===== src/rtl/irqd_pkg.sv =====
package irqd_pkg;

    typedef enum logic [1:0] {
        OP_NONE = 2'd0,
        OP_EI   = 2'd1,
        OP_DI   = 2'd2,
        OP_RETI = 2'd3
    } en_op_e;

    typedef struct packed {
        logic ime;
        logic ask;
    } en_state_t;

    // Strobe priority: disable over return over enable.
    function automatic en_op_e decode_op(logic ei, logic di, logic reti);
        if (di)   return OP_DI;
        if (reti) return OP_RETI;
        if (ei)   return OP_EI;
        return OP_NONE;
    endfunction

    function automatic en_state_t next_en(en_state_t cur, logic take,
                                          logic bnd_ok, logic idle, en_op_e op);
        en_state_t n;
        n = cur;
        if (take) begin
            n.ime = 1'b0;
            n.ask = 1'b0;
        end else begin
            if (bnd_ok && !cur.ime && cur.ask) begin
                n.ime = 1'b1;
                n.ask = 1'b0;
            end
            if (idle) begin
                case (op)
                    OP_DI:   begin n.ime = 1'b0; n.ask = 1'b0; end
                    OP_RETI: begin n.ime = 1'b1; n.ask = 1'b0; end
                    OP_EI:   n.ask = 1'b1;
                    default: ;
                endcase
            end
        end
        return n;
    endfunction

endpackage


===== src/rtl/irqd_prio_pick.sv =====
module irqd_prio_pick #(
    parameter int unsigned N     = 5,
    parameter int unsigned IDX_W = 3
) (
    input  logic [N-1:0]     cand,
    output logic             any_hit,
    output logic [N-1:0]     grant,
    output logic [IDX_W-1:0] idx
);
    logic [N:0] seen;
    assign seen[0] = 1'b0;

    for (genvar g = 0; g < N; g++) begin : g_chain
        assign seen[g+1] = seen[g] | cand[g];
        assign grant[g]  = cand[g] & ~seen[g];
    end

    assign any_hit = seen[N];

    always_comb begin
        idx = '0;
        for (int i = 0; i < N; i++) begin
            if (grant[i]) idx = IDX_W'(i);
        end
    end

    always_comb begin
        assert ($onehot0(grant)) else $error("AST_GRANT_ONEHOT");
    end
endmodule


===== src/rtl/irqd_req_reg.sv =====
module irqd_req_reg #(
    parameter int unsigned N = 5
) (
    input  logic         clk,
    input  logic         rst,
    input  logic [N-1:0] set_pulse,
    input  logic         wr_en,
    input  logic [N-1:0] wr_data,
    input  logic [N-1:0] clr_mask,
    output logic [N-1:0] req_q
);
    logic [N-1:0] base;
    logic [N-1:0] req_d;

    always_comb begin
        base  = wr_en ? wr_data : req_q;
        req_d = (base & ~clr_mask) | set_pulse;
    end

    always_ff @(posedge clk) begin
        if (rst) req_q <= '0;
        else     req_q <= req_d;
    end

    AST_SET_WINS: assert property (@(posedge clk) disable iff (rst)
        (|set_pulse) |=> ((req_q & $past(set_pulse)) == $past(set_pulse))) else $error("AST_SET_WINS");
endmodule


===== src/rtl/irqd_enable_ctl.sv =====
module irqd_enable_ctl
    import irqd_pkg::*;
(
    input  logic clk,
    input  logic rst,
    input  logic bnd_ok,
    input  logic take,
    input  logic busy,
    input  logic op_ei,
    input  logic op_di,
    input  logic op_reti,
    output logic ime,
    output logic ask
);
    en_state_t st_q, st_d;
    en_op_e    op;

    always_comb begin
        op   = decode_op(op_ei, op_di, op_reti);
        st_d = next_en(st_q, take, bnd_ok, !busy, op);
    end

    always_ff @(posedge clk) begin
        if (rst) st_q <= '0;
        else     st_q <= st_d;
    end

    assign ime = st_q.ime;
    assign ask = st_q.ask;

    AST_TAKE_CLEARS: assert property (@(posedge clk) disable iff (rst)
        take |=> (!ime && !ask)) else $error("AST_TAKE_CLEARS");
    AST_RETI_NOW: assert property (@(posedge clk) disable iff (rst)
        (op_reti && !op_di && !busy && !take) |=> (ime && !ask)) else $error("AST_RETI_NOW");
    AST_DI_NOW: assert property (@(posedge clk) disable iff (rst)
        (op_di && !busy) |=> (!ime && !ask)) else $error("AST_DI_NOW");
    AST_BUSY_FROZEN: assert property (@(posedge clk) disable iff (rst)
        busy |=> ($stable(ime) && $stable(ask))) else $error("AST_BUSY_FROZEN");
endmodule


===== src/rtl/irqd_dispatch_seq.sv =====
module irqd_dispatch_seq #(
    parameter int unsigned N          = 5,
    parameter int unsigned IDX_W      = 3,
    parameter int unsigned PC_W       = 16,
    parameter int unsigned VEC_BASE   = 'h40,
    parameter int unsigned VEC_STRIDE = 8,
    parameter int unsigned CYCLES     = 5
) (
    input  logic             clk,
    input  logic             rst,
    input  logic             take,
    input  logic [IDX_W-1:0] win_idx,
    input  logic [N-1:0]     win_onehot,
    input  logic [PC_W-1:0]  cur_pc,
    output logic             busy,
    output logic             push_req,
    output logic [PC_W-1:0]  push_pc,
    output logic [N-1:0]     clr_onehot,
    output logic             pc_load,
    output logic [PC_W-1:0]  vec_addr
);
    localparam int unsigned CNT_W = (CYCLES > 1) ? $clog2(CYCLES) : 1;
    localparam logic [CNT_W-1:0] LAST = CNT_W'(CYCLES - 1);

    logic [CNT_W-1:0] cnt_q;
    logic [N-1:0]     win_q;
    logic [PC_W-1:0]  vec_d;

    assign vec_d = PC_W'(VEC_BASE + VEC_STRIDE * win_idx);

    always_ff @(posedge clk) begin
        if (rst) begin
            busy     <= 1'b0;
            cnt_q    <= '0;
            win_q    <= '0;
            push_pc  <= '0;
            vec_addr <= '0;
        end else if (take) begin
            busy     <= 1'b1;
            cnt_q    <= '0;
            win_q    <= win_onehot;
            push_pc  <= cur_pc;
            vec_addr <= vec_d;
        end else if (busy) begin
            if (cnt_q == LAST) busy  <= 1'b0;
            else               cnt_q <= cnt_q + 1'b1;
        end
    end

    assign push_req   = busy && (cnt_q == '0);
    assign pc_load    = busy && (cnt_q == LAST);
    assign clr_onehot = push_req ? win_q : '0;

    AST_LOAD_ENDS: assert property (@(posedge clk) disable iff (rst)
        pc_load |=> !busy) else $error("AST_LOAD_ENDS");
    AST_PUSH_FIRST: assert property (@(posedge clk) disable iff (rst)
        $rose(busy) |-> push_req) else $error("AST_PUSH_FIRST");
    AST_CLR_ONEHOT: assert property (@(posedge clk) disable iff (rst)
        busy |-> $onehot0(clr_onehot)) else $error("AST_CLR_ONEHOT");
endmodule


===== src/rtl/irq_dispatch_ctrl.sv =====
module irq_dispatch_ctrl #(
    parameter int unsigned NUM_SRC         = 5,
    parameter int unsigned PC_W            = 16,
    parameter int unsigned VEC_BASE        = 'h40,
    parameter int unsigned VEC_STRIDE      = 8,
    parameter int unsigned DISPATCH_CYCLES = 5
) (
    input  logic               clk,
    input  logic               rst,
    input  logic [NUM_SRC-1:0] src_set,
    input  logic               sw_wr_en,
    input  logic [NUM_SRC-1:0] sw_wr_data,
    input  logic [NUM_SRC-1:0] en_mask,
    input  logic               boundary,
    input  logic               op_ei,
    input  logic               op_di,
    input  logic               op_reti,
    input  logic [PC_W-1:0]    cur_pc,
    output logic [NUM_SRC-1:0] req_flags,
    output logic               ime,
    output logic               ei_pending,
    output logic               busy,
    output logic               push_req,
    output logic [PC_W-1:0]    push_pc,
    output logic [NUM_SRC-1:0] clr_onehot,
    output logic               pc_load,
    output logic [PC_W-1:0]    vec_addr
);
    localparam int unsigned IDX_W = (NUM_SRC > 1) ? $clog2(NUM_SRC) : 1;

    logic               bnd_ok;
    logic               any_hit;
    logic               take;
    logic [NUM_SRC-1:0] grant;
    logic [IDX_W-1:0]   win_idx;

    assign bnd_ok = boundary && !busy;
    assign take   = bnd_ok && ime && any_hit;

    irqd_prio_pick #(.N(NUM_SRC), .IDX_W(IDX_W)) u_pick (
        .cand    (req_flags & en_mask),
        .any_hit (any_hit),
        .grant   (grant),
        .idx     (win_idx)
    );

    irqd_req_reg #(.N(NUM_SRC)) u_req (
        .clk       (clk),
        .rst       (rst),
        .set_pulse (src_set),
        .wr_en     (sw_wr_en),
        .wr_data   (sw_wr_data),
        .clr_mask  (grant & {NUM_SRC{take}}),
        .req_q     (req_flags)
    );

    irqd_enable_ctl u_en (
        .clk     (clk),
        .rst     (rst),
        .bnd_ok  (bnd_ok),
        .take    (take),
        .busy    (busy),
        .op_ei   (op_ei),
        .op_di   (op_di),
        .op_reti (op_reti),
        .ime     (ime),
        .ask     (ei_pending)
    );

    irqd_dispatch_seq #(
        .N          (NUM_SRC),
        .IDX_W      (IDX_W),
        .PC_W       (PC_W),
        .VEC_BASE   (VEC_BASE),
        .VEC_STRIDE (VEC_STRIDE),
        .CYCLES     (DISPATCH_CYCLES)
    ) u_seq (
        .clk        (clk),
        .rst        (rst),
        .take       (take),
        .win_idx    (win_idx),
        .win_onehot (grant),
        .cur_pc     (cur_pc),
        .busy       (busy),
        .push_req   (push_req),
        .push_pc    (push_pc),
        .clr_onehot (clr_onehot),
        .pc_load    (pc_load),
        .vec_addr   (vec_addr)
    );

    AST_NO_TAKE_WHEN_OFF: assert property (@(posedge clk) disable iff (rst)
        (!ime && !busy) |=> !push_req) else $error("AST_NO_TAKE_WHEN_OFF");
    AST_PROMOTE_NO_TAKE: assert property (@(posedge clk) disable iff (rst)
        (boundary && !busy && !ime && ei_pending) |=> !busy) else $error("AST_PROMOTE_NO_TAKE");
endmodule


===== config.mk =====
export PLATFORM = sky130hd
export DESIGN_NAME = irq_dispatch_ctrl
export DESIGN_NICKNAME = d
export VERILOG_FILES = /design/src/rtl/irqd_pkg.sv /design/src/rtl/irqd_prio_pick.sv /design/src/rtl/irqd_req_reg.sv /design/src/rtl/irqd_enable_ctl.sv /design/src/rtl/irqd_dispatch_seq.sv /design/src/rtl/irq_dispatch_ctrl.sv
export SDC_FILE = /design/constraint.sdc
export NUM_CORES = 1
export LEC_CHECK = 0
export BUFFER_PORTS_ARGS = -buffer_cell sky130_fd_sc_hd__buf_2
export CORE_UTILIZATION = 47
export CTS_CLUSTER_DIAMETER = 200
export DETAILED_ROUTE_END_ITERATION = 16
export PLACE_DENSITY = 0.89
export SETUP_SLACK_MARGIN = 0.3
export SLEW_MARGIN = 5
export SYNTH_ARGS = -nofsm -noshare
export SYNTH_HDL_FRONTEND = slang
export SYNTH_SLANG_ARGS = --single-unit

===== constraint.sdc =====
create_clock -name clk -period 2.25 [get_ports clk]
set_input_delay 0.45 -clock clk [delete_from_list [all_inputs] [get_ports clk]]
set_output_delay 0.45 -clock clk [all_outputs]
set_load 0.01 [all_outputs]

==> qor.yml <==
global_routing:
  grt_pass1_wl_mm: 5.52
  grt_max_degree: 35
  grt-ovfl-total: 0
  grt_pass1_vias: 1298
  top_usage_layer: "met2"
  grt_use_total: 0.210
  antenna_found_initial: 0
  grt.met1_usage: 0.235
  grtUsageMet2: 0.365
  met3_usage: 0.0866
setup_path:
  cp-end-kind: "output pin"
  path_buf_inv: 2
  timing.rr.start: "u_req.req_q[0]$_SDFF_PP0_"
  required_ns: 1.80
  start_kind: "register"
  critPathKind: "reg -> out"
  crit_arrival_ns: 1.40
  cpPeakStageDelay_ns: 0.33
  cp-startpoint: "u_seq.cnt_q[1]$_SDFFE_PP0P_"
  slowest_stage: "dfxtp_1"
  cp_max_fo: 6
  cp_top_family: "simple AND/OR/NAND/NOR gates"
  cp_cell_sequence: "inv_2 -> ha_4 -> nand2_1 -> nor2_4 -> and2_1 -> buf_2"
synthesis:
  ys_top_cells_by_area: "dfxtp_1 (44%), a21oi_1 (10%), nand2_1 (9.7%)"
  synth_top_family_by_area: "simple AND/OR/NAND/NOR gates"
  ys_seq_area_frac: 0.443
  synth_adder_area_share: 0.0158
  synth-compound-area-share: 0.185
  synth_seq_cells: 35
  synth_xor_area_frac: 0.00554
  synth_cell_types: 36
  synth_ff_type: "dfxtp_1"
  ys_top_cells_by_count: "nand2_1 (41), dfxtp_1 (35), a21oi_1 (32)"
  synth_edf_count: 0
  synth_area_sq_mm: 0.00158
  yosysMostFrequentCell: "nand2_1"
  synthSimpleGateAreaFrac: 0.204
  yosysWarningCount: 0
  synth_mux_area_frac: 0.0269
  syn_avg_cell_area_sq_um: 8.06
  synth_top_cell_by_area: "dfxtp_1"
  syn_inst: 196
  synthArstFlopShare: 0
  synth_top_area_frac: 0.443
timing:
  fin_setup_tns_ns: 0
  worst_slew_pin_slew_ns: 0.632
  grt_setup_unrepaired: "true"
  maxSlewHeadroom: 0.579
  final-hold-violation-count: 0
  slew_viol_final: 0
  fin_crit_sh: 0.822
  timing.fmax_ghz: 0.541
  clock_skew_ns: 0.00909
  finalCriticalPeriod_ns: 1.85
  finalSetupViolations: 0
  final.setup.worst_slack_ns: 0.401
worst_hold_path:
  min_from: "src_set[1]"
  min_path_type: "in -> reg"
detailed_routing:
  via_per_inst: 4.85
  drc: 0
  ant_nets: 0
  first_pass_iters: 4
  routedWlPerCell_um: 11.3
  dr_total_vias: 1499
  drtIter0Drc: 72
  routed_wl_mm: 3.51
clock_network:
  ctsRootBufferMaster: "clkbuf_4"
  clkSlewWorstSetupHoldPaths_ns: 0.10
  cts.sink_count: 35
  cts_made_buffers: 5
  cts_tree: "done"
  cts_max_level: 2
  clkLatencyLatePin_ns: 0.34
  clockBufferDepth: 2
  ctsHoldBuffers: 0
pwr:
  vdd_drop_max_v: 0.000462
  p_leak_nw: 0.945
  p_per_area_mw_per_mm2: 673
  finalPower_mw: 1.37
place:
  gp_congestion: 0.850
  dpl.cell_count: 299
  port_buffers: 72
  place_hpwl_mm: 2.44
  pre_cts_slack_ns: 0.302
final_layout:
  drive_gt1_frac: 0.358
  area_growth_syn_to_layout_pct: 28.3
  fin_cells: 309
  final_util: 0.648
  num_antenna_cells: 0
  fin_nets: 304
die:
  io_pins: 85
  start_util: 0.505
  rows: 20
  die_h_um: 60.0
  coreArea_sq_mm: 0.00313
  die_area_sq_mm: 0.00360
  die-width_um: 60.0
flow_run:
  cap_violations: 0
outcome:
  status: "complete, no violations"
registers in the layout, summed over array words and instances (netlist names):
name            flops
u_seq.cnt_q         3
u_seq.vec_addr      4
u_seq.push_pc      16
u_en.ime            1
u_req.req_q         5
u_en.ask            1
u_seq.busy          1
u_seq.win_q         4
power by group:
group | switching (mW) | internal [mW]
Sequential | 0.0157 | 0.639
Combinational | 0.0881 | 0.0672
Clock | 0.209 | 0.347
tightest hold or removal path: cells and delay by family:
family                 cells  cell delay (ns)
buffers and inverters      1             0.07
AND/OR/NAND/NOR            1             0.07
AO/OA/AOI/OAI              1             0.03
cell type report:
class | instances | area [sq um]
sequential | 35 | 703
clock buffer | 6 | 41.3
tap | 44 | 55.1
timing repair buffer | 74 | 375
clock inverter | 2 | 60.1
inverter | 6 | 22.5
multi-input combinational | 142 | 771
fill | 269 | 1100
per-stage QoR:
step           area, sq um  hold slack (ns)
6_report              2030            0.310
5_1_grt               2030            0.304
4_1_cts               2010            0.295
3_5_place_dp          1880            0.444
3_3_place_gp          1880            0.439
2_1_floorplan         1620            0.432
placed cells by master, fill, tap and decap left out, types with 3 or more instances in the layout:
cell      synthesis  routed
conb_1            1      12
clkbuf_4          0       5
and2_1            7       6
nand2_1          41      41
a21oi_1          32      31
o21ai_0           3       3
nor3_1            3       3
dfxtp_1          35      33
inv_1             6       4
a22oi_1           3       3
buf_2             3      72
nor2_1           15      14
final timing paths:
kind	endpoint	depth (start not counted)	slack, ns
setup reg to reg	u_seq.push_pc[0]$_SDFFE_PP0P_	4	0.44
setup / recovery	clr_onehot[3]	6	0.40
hold / removal	u_req.req_q[1]$_SDFF_PP0_	3	0.31
hold reg to reg	u_seq.push_pc[12]$_SDFFE_PP0P_	2	0.46
cells by family (layout without fill, tap and decap cells):
| kind of cell | count (synthesis) | after routing |
|---|---|---|
| adders and majority gates | 2 | 2 |
| muxes | 4 | 4 |
| other | 1 | 12 |
| AOI/OAI and AO/OA | 49 | 49 |
| and+or+nand+nor | 74 | 74 |
| buffers and inverters | 30 | 88 |
| DFF | 35 | 35 |
| xor gates and xnor gates | 1 | 1 |
repair_timing:
item                                    CTS  global route
resized for setup                         5             5
pin swaps                                 2             1
endpoints found under the setup margin    6            14
setup buffers                             1             1
routing by layer:
| layer | wire [um] | part of all wire |
|---|---|---|
| met1 | 1570 | 0.45 |
| met2 | 1640 | 0.47 |
| met3 | 250 | 0.071 |
| met4 | 38 | 0.011 |
| met5 | 0 | 0 |
Note: power is estimated with default switching activity, not from simulation.
